**config.mk**
```make
export PLATFORM = sky130hd
export DESIGN_NAME = keyed_wdog
export DESIGN_NICKNAME = d
export VERILOG_FILES = /design/src/rtl/wdg_pkg.sv /design/src/rtl/wdg_regs.sv /design/src/rtl/wdg_keyseq.sv /design/src/rtl/wdg_countdown.sv /design/src/rtl/wdg_rstpulse.sv /design/src/rtl/keyed_wdog.sv
export SDC_FILE = /design/constraint.sdc
export NUM_CORES = 1
export LEC_CHECK = 0
export ABC_AREA = 0
export BUFFER_PORTS_ARGS = -buffer_cell sky130_fd_sc_hd__buf_2
export CAP_MARGIN = 20
export CELL_PAD_IN_SITES_DETAIL_PLACEMENT = 1
export CELL_PAD_IN_SITES_GLOBAL_PLACEMENT = 2
export CORE_MARGIN = 2
export CORE_UTILIZATION = 38
export DETAILED_ROUTE_END_ITERATION = 7
export GPL_TIMING_DRIVEN = 0
export PLACE_DENSITY = 0.91
export SLEW_MARGIN = 15
export SYNTH_ARGS = -nofsm -noshare
export SYNTH_HDL_FRONTEND = slang
export SYNTH_SLANG_ARGS = --single-unit
```
**constraint.sdc**
```tcl
create_clock -name clk -period 6.5 [get_ports clk]
set_clock_uncertainty 0.15 [all_clocks]
set_input_delay 0.975 -clock clk [delete_from_list [all_inputs] [get_ports clk]]
set_output_delay 0.975 -clock clk [all_outputs]
set_load 0.02 [all_outputs]
```
**src/rtl/wdg_pkg.sv**
```systemverilog
package wdg_pkg;
  localparam int REG_W  = 16;
  localparam int ADDR_W = 4;
  localparam int TMO_W  = 8;

  localparam logic [ADDR_W-1:0] OFF_CTRL = 4'h0;
  localparam logic [ADDR_W-1:0] OFF_SVC  = 4'h2;
  localparam logic [ADDR_W-1:0] OFF_STAT = 4'h4;
  localparam logic [ADDR_W-1:0] OFF_MISC = 4'h8;

  localparam logic [REG_W-1:0] KEY_ARM  = 16'h5555;
  localparam logic [REG_W-1:0] KEY_FIRE = 16'hAAAA;

  // control bit positions
  localparam int CB_SUSP    = 0;
  localparam int CB_EN      = 2;
  localparam int CB_RSEL    = 3;
  localparam int CB_SWRST_N = 4;
  localparam int CB_TMO_LO  = 8;

  // status bit positions
  localparam int SB_SW  = 0;
  localparam int SB_TMO = 1;
  localparam int SB_POR = 4;

  typedef enum logic {KS_IDLE, KS_ARMED} keystate_t;

  typedef struct packed {
    logic [TMO_W-1:0] tmo;
    logic             rsel;
    logic             en;
    logic             susp;
  } ctrl_t;
endpackage

```
**src/rtl/wdg_regs.sv**
```systemverilog
module wdg_regs
  import wdg_pkg::*;
#(
  parameter int PDC_CYCLES = 524288
) (
  input  logic              clk,
  input  logic              rst,
  input  logic              wr_en_i,
  input  logic              rd_en_i,
  input  logic [ADDR_W-1:0] addr_i,
  input  logic [REG_W-1:0]  wdata_i,
  input  logic [REG_W-1:0]  status_i,
  output logic [REG_W-1:0]  rdata_o,
  output ctrl_t             ctrl_o,
  output logic              arm_load_o,
  output logic              swrst_o,
  output logic              svc_wr_o,
  output logic              int_n_o
);
  localparam int PDC_W = $clog2(PDC_CYCLES + 1);

  ctrl_t            ctrl_q;
  logic             susp_lock_q;
  logic             arm_q;
  logic             swrst_q;
  logic             pdc_en_q;
  logic             pdc_fired_q;
  logic             int_n_q;
  logic [PDC_W-1:0] pdc_cnt_q;
  logic [REG_W-1:0] rdata_q;

  logic wr_ctrl, wr_misc, en_after;
  assign wr_ctrl  = wr_en_i && (addr_i == OFF_CTRL);
  assign wr_misc  = wr_en_i && (addr_i == OFF_MISC);
  assign svc_wr_o = wr_en_i && (addr_i == OFF_SVC);
  assign en_after = ctrl_q.en | wdata_i[CB_EN];

  // control register with sticky enable and write-once suspend
  always_ff @(posedge clk) begin
    if (rst) begin
      ctrl_q      <= '0;
      susp_lock_q <= 1'b0;
      arm_q       <= 1'b0;
      swrst_q     <= 1'b0;
    end else begin
      arm_q   <= 1'b0;
      swrst_q <= 1'b0;
      if (wr_ctrl) begin
        ctrl_q.tmo  <= wdata_i[CB_TMO_LO +: TMO_W];
        ctrl_q.rsel <= wdata_i[CB_RSEL];
        ctrl_q.en   <= en_after;
        if (!susp_lock_q) begin
          ctrl_q.susp <= wdata_i[CB_SUSP];
          susp_lock_q <= 1'b1;
        end
        arm_q   <= wdata_i[CB_EN] && !ctrl_q.en;
        swrst_q <= en_after && !wdata_i[CB_SWRST_N];
      end
    end
  end

  // boot power-down counter driving the interrupt line
  always_ff @(posedge clk) begin
    if (rst) begin
      pdc_en_q    <= 1'b1;
      pdc_fired_q <= 1'b0;
      pdc_cnt_q   <= PDC_W'(PDC_CYCLES - 1);
      int_n_q     <= 1'b1;
    end else begin
      int_n_q <= 1'b1;
      if (wr_misc && !wdata_i[0]) pdc_en_q <= 1'b0;
      if (pdc_en_q && !pdc_fired_q) begin
        if (pdc_cnt_q == '0) begin
          int_n_q     <= 1'b0;
          pdc_fired_q <= 1'b1;
        end else begin
          pdc_cnt_q <= pdc_cnt_q - 1'b1;
        end
      end
    end
  end

  // registered read mux
  always_ff @(posedge clk) begin
    if (rst) begin
      rdata_q <= '0;
    end else if (rd_en_i) begin
      case (addr_i)
        OFF_CTRL: rdata_q <= {ctrl_q.tmo, 3'b000, 1'b1, ctrl_q.rsel,
                              ctrl_q.en, 1'b0, ctrl_q.susp};
        OFF_STAT: rdata_q <= status_i;
        OFF_MISC: rdata_q <= {{(REG_W-1){1'b0}}, pdc_en_q};
        default:  rdata_q <= '0;
      endcase
    end
  end

  assign rdata_o    = rdata_q;
  assign ctrl_o     = ctrl_q;
  assign arm_load_o = arm_q;
  assign swrst_o    = swrst_q;
  assign int_n_o    = int_n_q;

  p_en_sticky_r4: assert property (@(posedge clk) disable iff (rst)
    ctrl_q.en |=> ctrl_q.en);
  p_susp_once_r5: assert property (@(posedge clk) disable iff (rst)
    susp_lock_q |=> $stable(ctrl_q.susp) && susp_lock_q);
  p_swrst_enabled_r7: assert property (@(posedge clk) disable iff (rst)
    swrst_q |-> ctrl_q.en);
  p_int_single_r9: assert property (@(posedge clk) disable iff (rst)
    !int_n_q |=> int_n_q);
endmodule

```
**src/rtl/wdg_keyseq.sv**
```systemverilog
module wdg_keyseq
  import wdg_pkg::*;
(
  input  logic             clk,
  input  logic             rst,
  input  logic             wr_i,
  input  logic [REG_W-1:0] data_i,
  output logic             fire_o
);
  keystate_t st_q;
  logic      fire_q;

  always_ff @(posedge clk) begin
    if (rst) begin
      st_q   <= KS_IDLE;
      fire_q <= 1'b0;
    end else begin
      fire_q <= 1'b0;
      if (wr_i) begin
        if (data_i == KEY_ARM) begin
          st_q <= KS_ARMED;
        end else begin
          if (st_q == KS_ARMED && data_i == KEY_FIRE) fire_q <= 1'b1;
          st_q <= KS_IDLE;
        end
      end
    end
  end

  assign fire_o = fire_q;

  p_fire_needs_arm_r3: assert property (@(posedge clk) disable iff (rst)
    fire_q |-> $past(st_q) == KS_ARMED && $past(data_i) == KEY_FIRE && $past(wr_i));
  p_other_cancels_r3: assert property (@(posedge clk) disable iff (rst)
    (wr_i && data_i != KEY_ARM && data_i != KEY_FIRE) |=> st_q == KS_IDLE && !fire_q);
endmodule

```
**src/rtl/wdg_countdown.sv**
```systemverilog
module wdg_countdown
  import wdg_pkg::*;
#(
  parameter int HALF_TICKS = 16384
) (
  input  logic             clk,
  input  logic             rst,
  input  logic             run_i,
  input  logic             load_i,
  input  logic [TMO_W-1:0] tmo_i,
  input  logic             susp_i,
  input  logic             lp_i,
  output logic             expire_o
);
  localparam int PRE_W = $clog2(HALF_TICKS + 1);
  localparam logic [PRE_W-1:0] PRE_TOP = PRE_W'(HALF_TICKS - 1);

  logic [PRE_W-1:0] pre_q;
  logic [TMO_W-1:0] cnt_q;
  logic             done_q;
  logic             exp_q;
  logic             hold;

  assign hold = susp_i && lp_i;

  always_ff @(posedge clk) begin
    if (rst) begin
      pre_q  <= '0;
      cnt_q  <= '0;
      done_q <= 1'b0;
      exp_q  <= 1'b0;
    end else begin
      exp_q <= 1'b0;
      if (load_i) begin
        pre_q <= PRE_TOP;
        cnt_q <= tmo_i;
      end else if (run_i && !done_q && !hold) begin
        if (pre_q == '0) begin
          pre_q <= PRE_TOP;
          if (cnt_q == '0) begin
            done_q <= 1'b1;
            exp_q  <= 1'b1;
          end else begin
            cnt_q <= cnt_q - 1'b1;
          end
        end else begin
          pre_q <= pre_q - 1'b1;
        end
      end
    end
  end

  assign expire_o = exp_q;

  p_hold_r5: assert property (@(posedge clk) disable iff (rst)
    (susp_i && lp_i && !load_i) |=> $stable(pre_q) && $stable(cnt_q));
  p_expire_once_r2: assert property (@(posedge clk) disable iff (rst)
    exp_q |=> !exp_q && done_q);
  p_halted_r2: assert property (@(posedge clk) disable iff (rst)
    (done_q && !load_i) |=> $stable(cnt_q) && !exp_q);
endmodule

```
**src/rtl/wdg_rstpulse.sv**
```systemverilog
module wdg_rstpulse
  import wdg_pkg::*;
#(
  parameter int RST_CYCLES = 4
) (
  input  logic             clk,
  input  logic             rst,
  input  logic             por,
  input  logic             tmo_exp_i,
  input  logic             sw_i,
  input  logic             rsel_i,
  output logic             sys_o,
  output logic             ext_o,
  output logic [REG_W-1:0] status_o
);
  localparam int PW = $clog2(RST_CYCLES + 1);

  logic             sys_q, ext_q;
  logic [PW-1:0]    cnt_q;
  logic [REG_W-1:0] status_q;
  logic             trig, to_ext, active;

  assign trig   = tmo_exp_i || sw_i;
  assign to_ext = tmo_exp_i && rsel_i;
  assign active = sys_q || ext_q;

  always_ff @(posedge clk) begin
    if (rst) begin
      sys_q <= 1'b0;
      ext_q <= 1'b0;
      cnt_q <= '0;
    end else if (trig && !active) begin
      sys_q <= !to_ext;
      ext_q <= to_ext;
      cnt_q <= PW'(RST_CYCLES - 1);
    end else if (cnt_q != '0) begin
      cnt_q <= cnt_q - 1'b1;
    end else begin
      sys_q <= 1'b0;
      ext_q <= 1'b0;
    end
  end

  // cause record: cleared only by power-on reset
  always_ff @(posedge clk) begin
    if (por) begin
      status_q         <= '0;
      status_q[SB_POR] <= 1'b1;
    end else if (tmo_exp_i) begin
      status_q         <= '0;
      status_q[SB_TMO] <= 1'b1;
    end else if (sw_i) begin
      status_q        <= '0;
      status_q[SB_SW] <= 1'b1;
    end
  end

  assign sys_o    = sys_q;
  assign ext_o    = ext_q;
  assign status_o = status_q;

  // width checker
  logic [PW:0] len_q;
  always_ff @(posedge clk) begin
    if (rst) len_q <= '0;
    else     len_q <= active ? len_q + 1'b1 : '0;
  end

  p_one_line_r8: assert property (@(posedge clk) disable iff (rst)
    !(sys_q && ext_q));
  p_width_r8: assert property (@(posedge clk) disable iff (rst)
    $fell(active) |-> len_q == (PW+1)'(RST_CYCLES));
  p_stat_tmo_r6: assert property (@(posedge clk) disable iff (rst)
    tmo_exp_i |=> status_q[SB_TMO]);
endmodule

```
**src/rtl/keyed_wdog.sv**
```systemverilog
module keyed_wdog
  import wdg_pkg::*;
#(
  parameter int HALF_TICKS = 16384,
  parameter int RST_CYCLES = 4,
  parameter int PDC_CYCLES = 524288
) (
  input  logic              clk,
  input  logic              rst_por,
  input  logic              rst_sys,
  input  logic              bus_we,
  input  logic              bus_re,
  input  logic [ADDR_W-1:0] bus_addr,
  input  logic [REG_W-1:0]  bus_wdata,
  output logic [REG_W-1:0]  bus_rdata,
  input  logic              lp_mode,
  output logic              sys_rst_o,
  output logic              ext_rst_o,
  output logic              wdog_int_n
);
  logic             rst_any;
  ctrl_t            ctrl;
  logic             arm_load, swrst, svc_wr, fire, expire;
  logic [REG_W-1:0] status;

  assign rst_any = rst_por | rst_sys;

  wdg_regs #(.PDC_CYCLES(PDC_CYCLES)) u_regs (
    .clk(clk), .rst(rst_any), .wr_en_i(bus_we), .rd_en_i(bus_re),
    .addr_i(bus_addr), .wdata_i(bus_wdata), .status_i(status),
    .rdata_o(bus_rdata), .ctrl_o(ctrl), .arm_load_o(arm_load),
    .swrst_o(swrst), .svc_wr_o(svc_wr), .int_n_o(wdog_int_n)
  );

  wdg_keyseq u_keyseq (
    .clk(clk), .rst(rst_any), .wr_i(svc_wr), .data_i(bus_wdata), .fire_o(fire)
  );

  wdg_countdown #(.HALF_TICKS(HALF_TICKS)) u_count (
    .clk(clk), .rst(rst_any), .run_i(ctrl.en), .load_i(arm_load | fire),
    .tmo_i(ctrl.tmo), .susp_i(ctrl.susp), .lp_i(lp_mode), .expire_o(expire)
  );

  wdg_rstpulse #(.RST_CYCLES(RST_CYCLES)) u_pulse (
    .clk(clk), .rst(rst_any), .por(rst_por), .tmo_exp_i(expire),
    .sw_i(swrst), .rsel_i(ctrl.rsel), .sys_o(sys_rst_o), .ext_o(ext_rst_o),
    .status_o(status)
  );
endmodule

```
==> metrics <==
status finished, final reports clean; Max Fclk 0.380 GHz; share of synthesized registers carrying an async set or reset 0%; DIE WIDTH 106 um; kind of critical path flop to flop; Worst Setup End Kind flop; antenna diode count 0; RSZ-0062 raised after global routing no; Post-Synthesis Cells 468; Reg2Reg Setup Slack 3.87 ns; row count 37; CTS clk-pin slew, worst paths 0.08 ns; Initial Utilization 38.5%; # clock sinks 85; CP max FO 6; Post-Synthesis Cell Area 3930 um2; RR Startpoint u_count.cnt_q[0]; crit path buf inv count 2; worst setup path endpoint u_count.expire_o; initial antenna violation count 0; Req. time, crit path 6.65 ns; CP Launch Type flop; Port Buf Inserts 41; fin cells 663; Net Sw Power 224 uW; Comb pwr share 5.0%; hold-fix buffers at CTS 0; drt wl/cell 15.7 um; largest net degree at the start of global routing 14; Layout fillers 1273; Tightest Pin Transition 0.804 ns; Critical Path Start u_count.cnt_q[0]; TritonCTS buffer count 9; sequential share of power 53.6%; sequential share of the synthesized area 43.4%; max cap viols 0; global route overflow 0; relative slew slack 46.2%; Netlist cell types 54; Final period util 40.4%; switching share of total power 22.8%; RD Place Congestion 0.803; FF+latch count, synth 85; first-pass GRT wire length 17.1 mm; Final setup viols 0; antenna viol nets, final 0; P_int 756 uW; critical path depth 7; share of cells above drive strength 1 12.9%; clock power share 41.5%; Setup TNS 0 ns; Critical Path Slowest Stage Cell or4_1; leakage 0.00158 uW; multi-input logic area 2070 um2; Register Area 1700 um2; drt pass-1 iters 4; DP HPWL 7.86 mm; setup repair bufs after CTS 0; Reg2Reg Depth 7; drt initial violations 121; vias per cell 5.39; Area after DPL 4310 um2; Top FF cell, synth dfxtp_1; post-layout min period 2.63 ns; final hold slack 0.316 ns; Ports 45; Total Routing Usage GR 19.3%; Clk Latency, worst-skew pair 0.37 ns; Core ar. 10200 um2; Die H 106 um; Reg-to-Reg End u_count.expire_o; CTS H-tree lvls 3; design area 4520 um2; max incr delay on CP 0.64 ns; CTS tree built; vias in the first global route 3518; syn avg cell area 8.39 um2; Syn. warnings 0; hold path depth 1; DRT Wirelength 10.4 mm; crit-path leading delay family simple AND/OR/NAND/NOR gates; Nets 554; PD cells 217 nW/um2; EDFF count, synth 0; die area 11200 um2; peak supply drop 0.0000821 V; Clock Path Buffers 2; vias 3576; crit-path cells inv_1 > ha_1 > or3b_2 > clkbuf_1 > or4_1 > nor4_1 > and2_1; worst min-delay path class flop to flop; WP data arrival 2.78 ns; max-slew violation count 0; Hold Vio Cnt, Final 0; clock root cell clkbuf_8; layout overhead on the synthesized area 15.0%; PostCTS Resize Cnt 0; DP Cell Count 647; DR DRC count 0
## placed cells by master (no fill, tap or decap), types with 14 or more instances in the layout
| cell | count |
|---|---|
| dfxtp_1 | 85 |
| clkbuf_1 | 20 |
| xnor2_1 | 16 |
| nor3_1 | 18 |
| a21oi_1 | 56 |
| nand2_1 | 49 |
| o21ai_0 | 14 |
| buf_2 | 43 |
| nor2_1 | 40 |
| nor4_1 | 14 |
## layout make-up
class	count	area share, %
inverters	11	0.914
flip-flops and latches	85	37.7
multi-input cells	349	45.9
clock buffers	12	2.99
plain buffers	25	2.55
well taps	136	3.77
repair buffers	41	4.54
clock inverters	4	1.61
## power groups by stage
stage	clock [uW]	combinational, uW	sequential [uW]
floorplan	0	25.7	536
global route	435	53.9	525
CTS	416	49.1	524
global placement	0	47.7	537
detailed placement	0	48.8	537
finish	406	48.6	524
## stage by stage
step / setup slack, ns / total power [uW] / util [%]
after global placement: 3.66 / 584 / 42.3
final: 3.87 / 979 / 44.3
after detailed placement: 3.63 / 586 / 42.3
after CTS: 3.87 / 989 / 44.3
after global routing: 3.69 / 1010 / 44.3
after floorplan: 4.10 / 562 / -
## metal layers
layer | global-route usage, % | vias to the layer above | share of wire (%)
met4 | 6.11 | 0 | 1.3
met2 | 32.8 | 35 | 49
met1 | 24.3 | 1760 | 48
li1 | - | 1770 | -
met5 | 0 | - | 0
met3 | 4.45 | 11 | 2.4
## sequential cells by signal, indices dropped and copies added, names as in the netlist
signal,count
u_regs.pdc_cnt_q,20
u_count.pre_q,15
u_regs.rdata_o,13
u_regs.ctrl_o,11
u_count.cnt_q,8
u_pulse.cnt_q,3
u_pulse.status_o,3
u_count.done_q,1
u_count.expire_o,1
u_keyseq.fire_o,1
u_keyseq.st_q,1
u_pulse.ext_o,1
u_pulse.sys_o,1
u_regs.arm_load_o,1
u_regs.int_n_o,1
u_regs.pdc_en_q,1
u_regs.pdc_fired_q,1
u_regs.susp_lock_q,1
u_regs.swrst_o,1
## kinds of logic (layout without fill, tap and decap cells)
group,after synthesis,after routing,synth area share [%]
other,1,3,0.0955
flip-flops,85,85,43.4
buffers and inverters,36,93,3.98
XOR/XNOR,27,27,6.02
AND/OR/NAND/NOR,209,209,29.1
multiplexers,2,2,0.510
adder cells (fa/ha/maj),6,6,1.91
AO/OA/AOI/OAI,102,102,15.0
## how the worst min path moves through the flow
stage                         from                  end  slack (ns)
2_1_floorplan  u_pulse.status_o[4]  u_pulse.status_o[4]        0.27
3_3_place_gp   u_pulse.status_o[4]  u_pulse.status_o[4]        0.28
3_5_place_dp   u_pulse.status_o[4]  u_pulse.status_o[4]        0.30
4_1_cts        u_pulse.status_o[4]  u_pulse.status_o[4]        0.32
5_1_grt        u_pulse.status_o[4]  u_pulse.status_o[4]        0.34
6_report       u_pulse.status_o[4]  u_pulse.status_o[4]        0.32
## synth_stat cells, drive strengths merged (3+ instances only)
cell | n | area share (%)
or2 | 3 | 0.48
xor2 | 11 | 2.5
a211oi | 5 | 0.96
nor3 | 18 | 2.3
and3 | 4 | 0.64
nand4b | 3 | 0.67
nand2b | 11 | 1.8
o21ai | 16 | 2.0
nor4 | 16 | 2.9
nand2 | 49 | 4.7
inv | 11 | 1.1
o211ai | 5 | 0.96
nor2 | 40 | 3.8
xnor2 | 16 | 3.6
or3 | 8 | 1.3
clkbuf | 17 | 1.6
nor2b | 10 | 1.6
buf | 8 | 1.3
or4 | 9 | 1.9
dfxtp | 85 | 43
nand3 | 9 | 1.1
a31oi | 3 | 0.48
a21oi | 56 | 7.1
nor4b | 3 | 0.67
o31ai | 6 | 1.1
nor4bb | 5 | 1.3
nand3b | 5 | 0.96
ha | 6 | 1.9
nand4 | 6 | 0.96
Note: power is estimated with default switching activity, not from simulation.
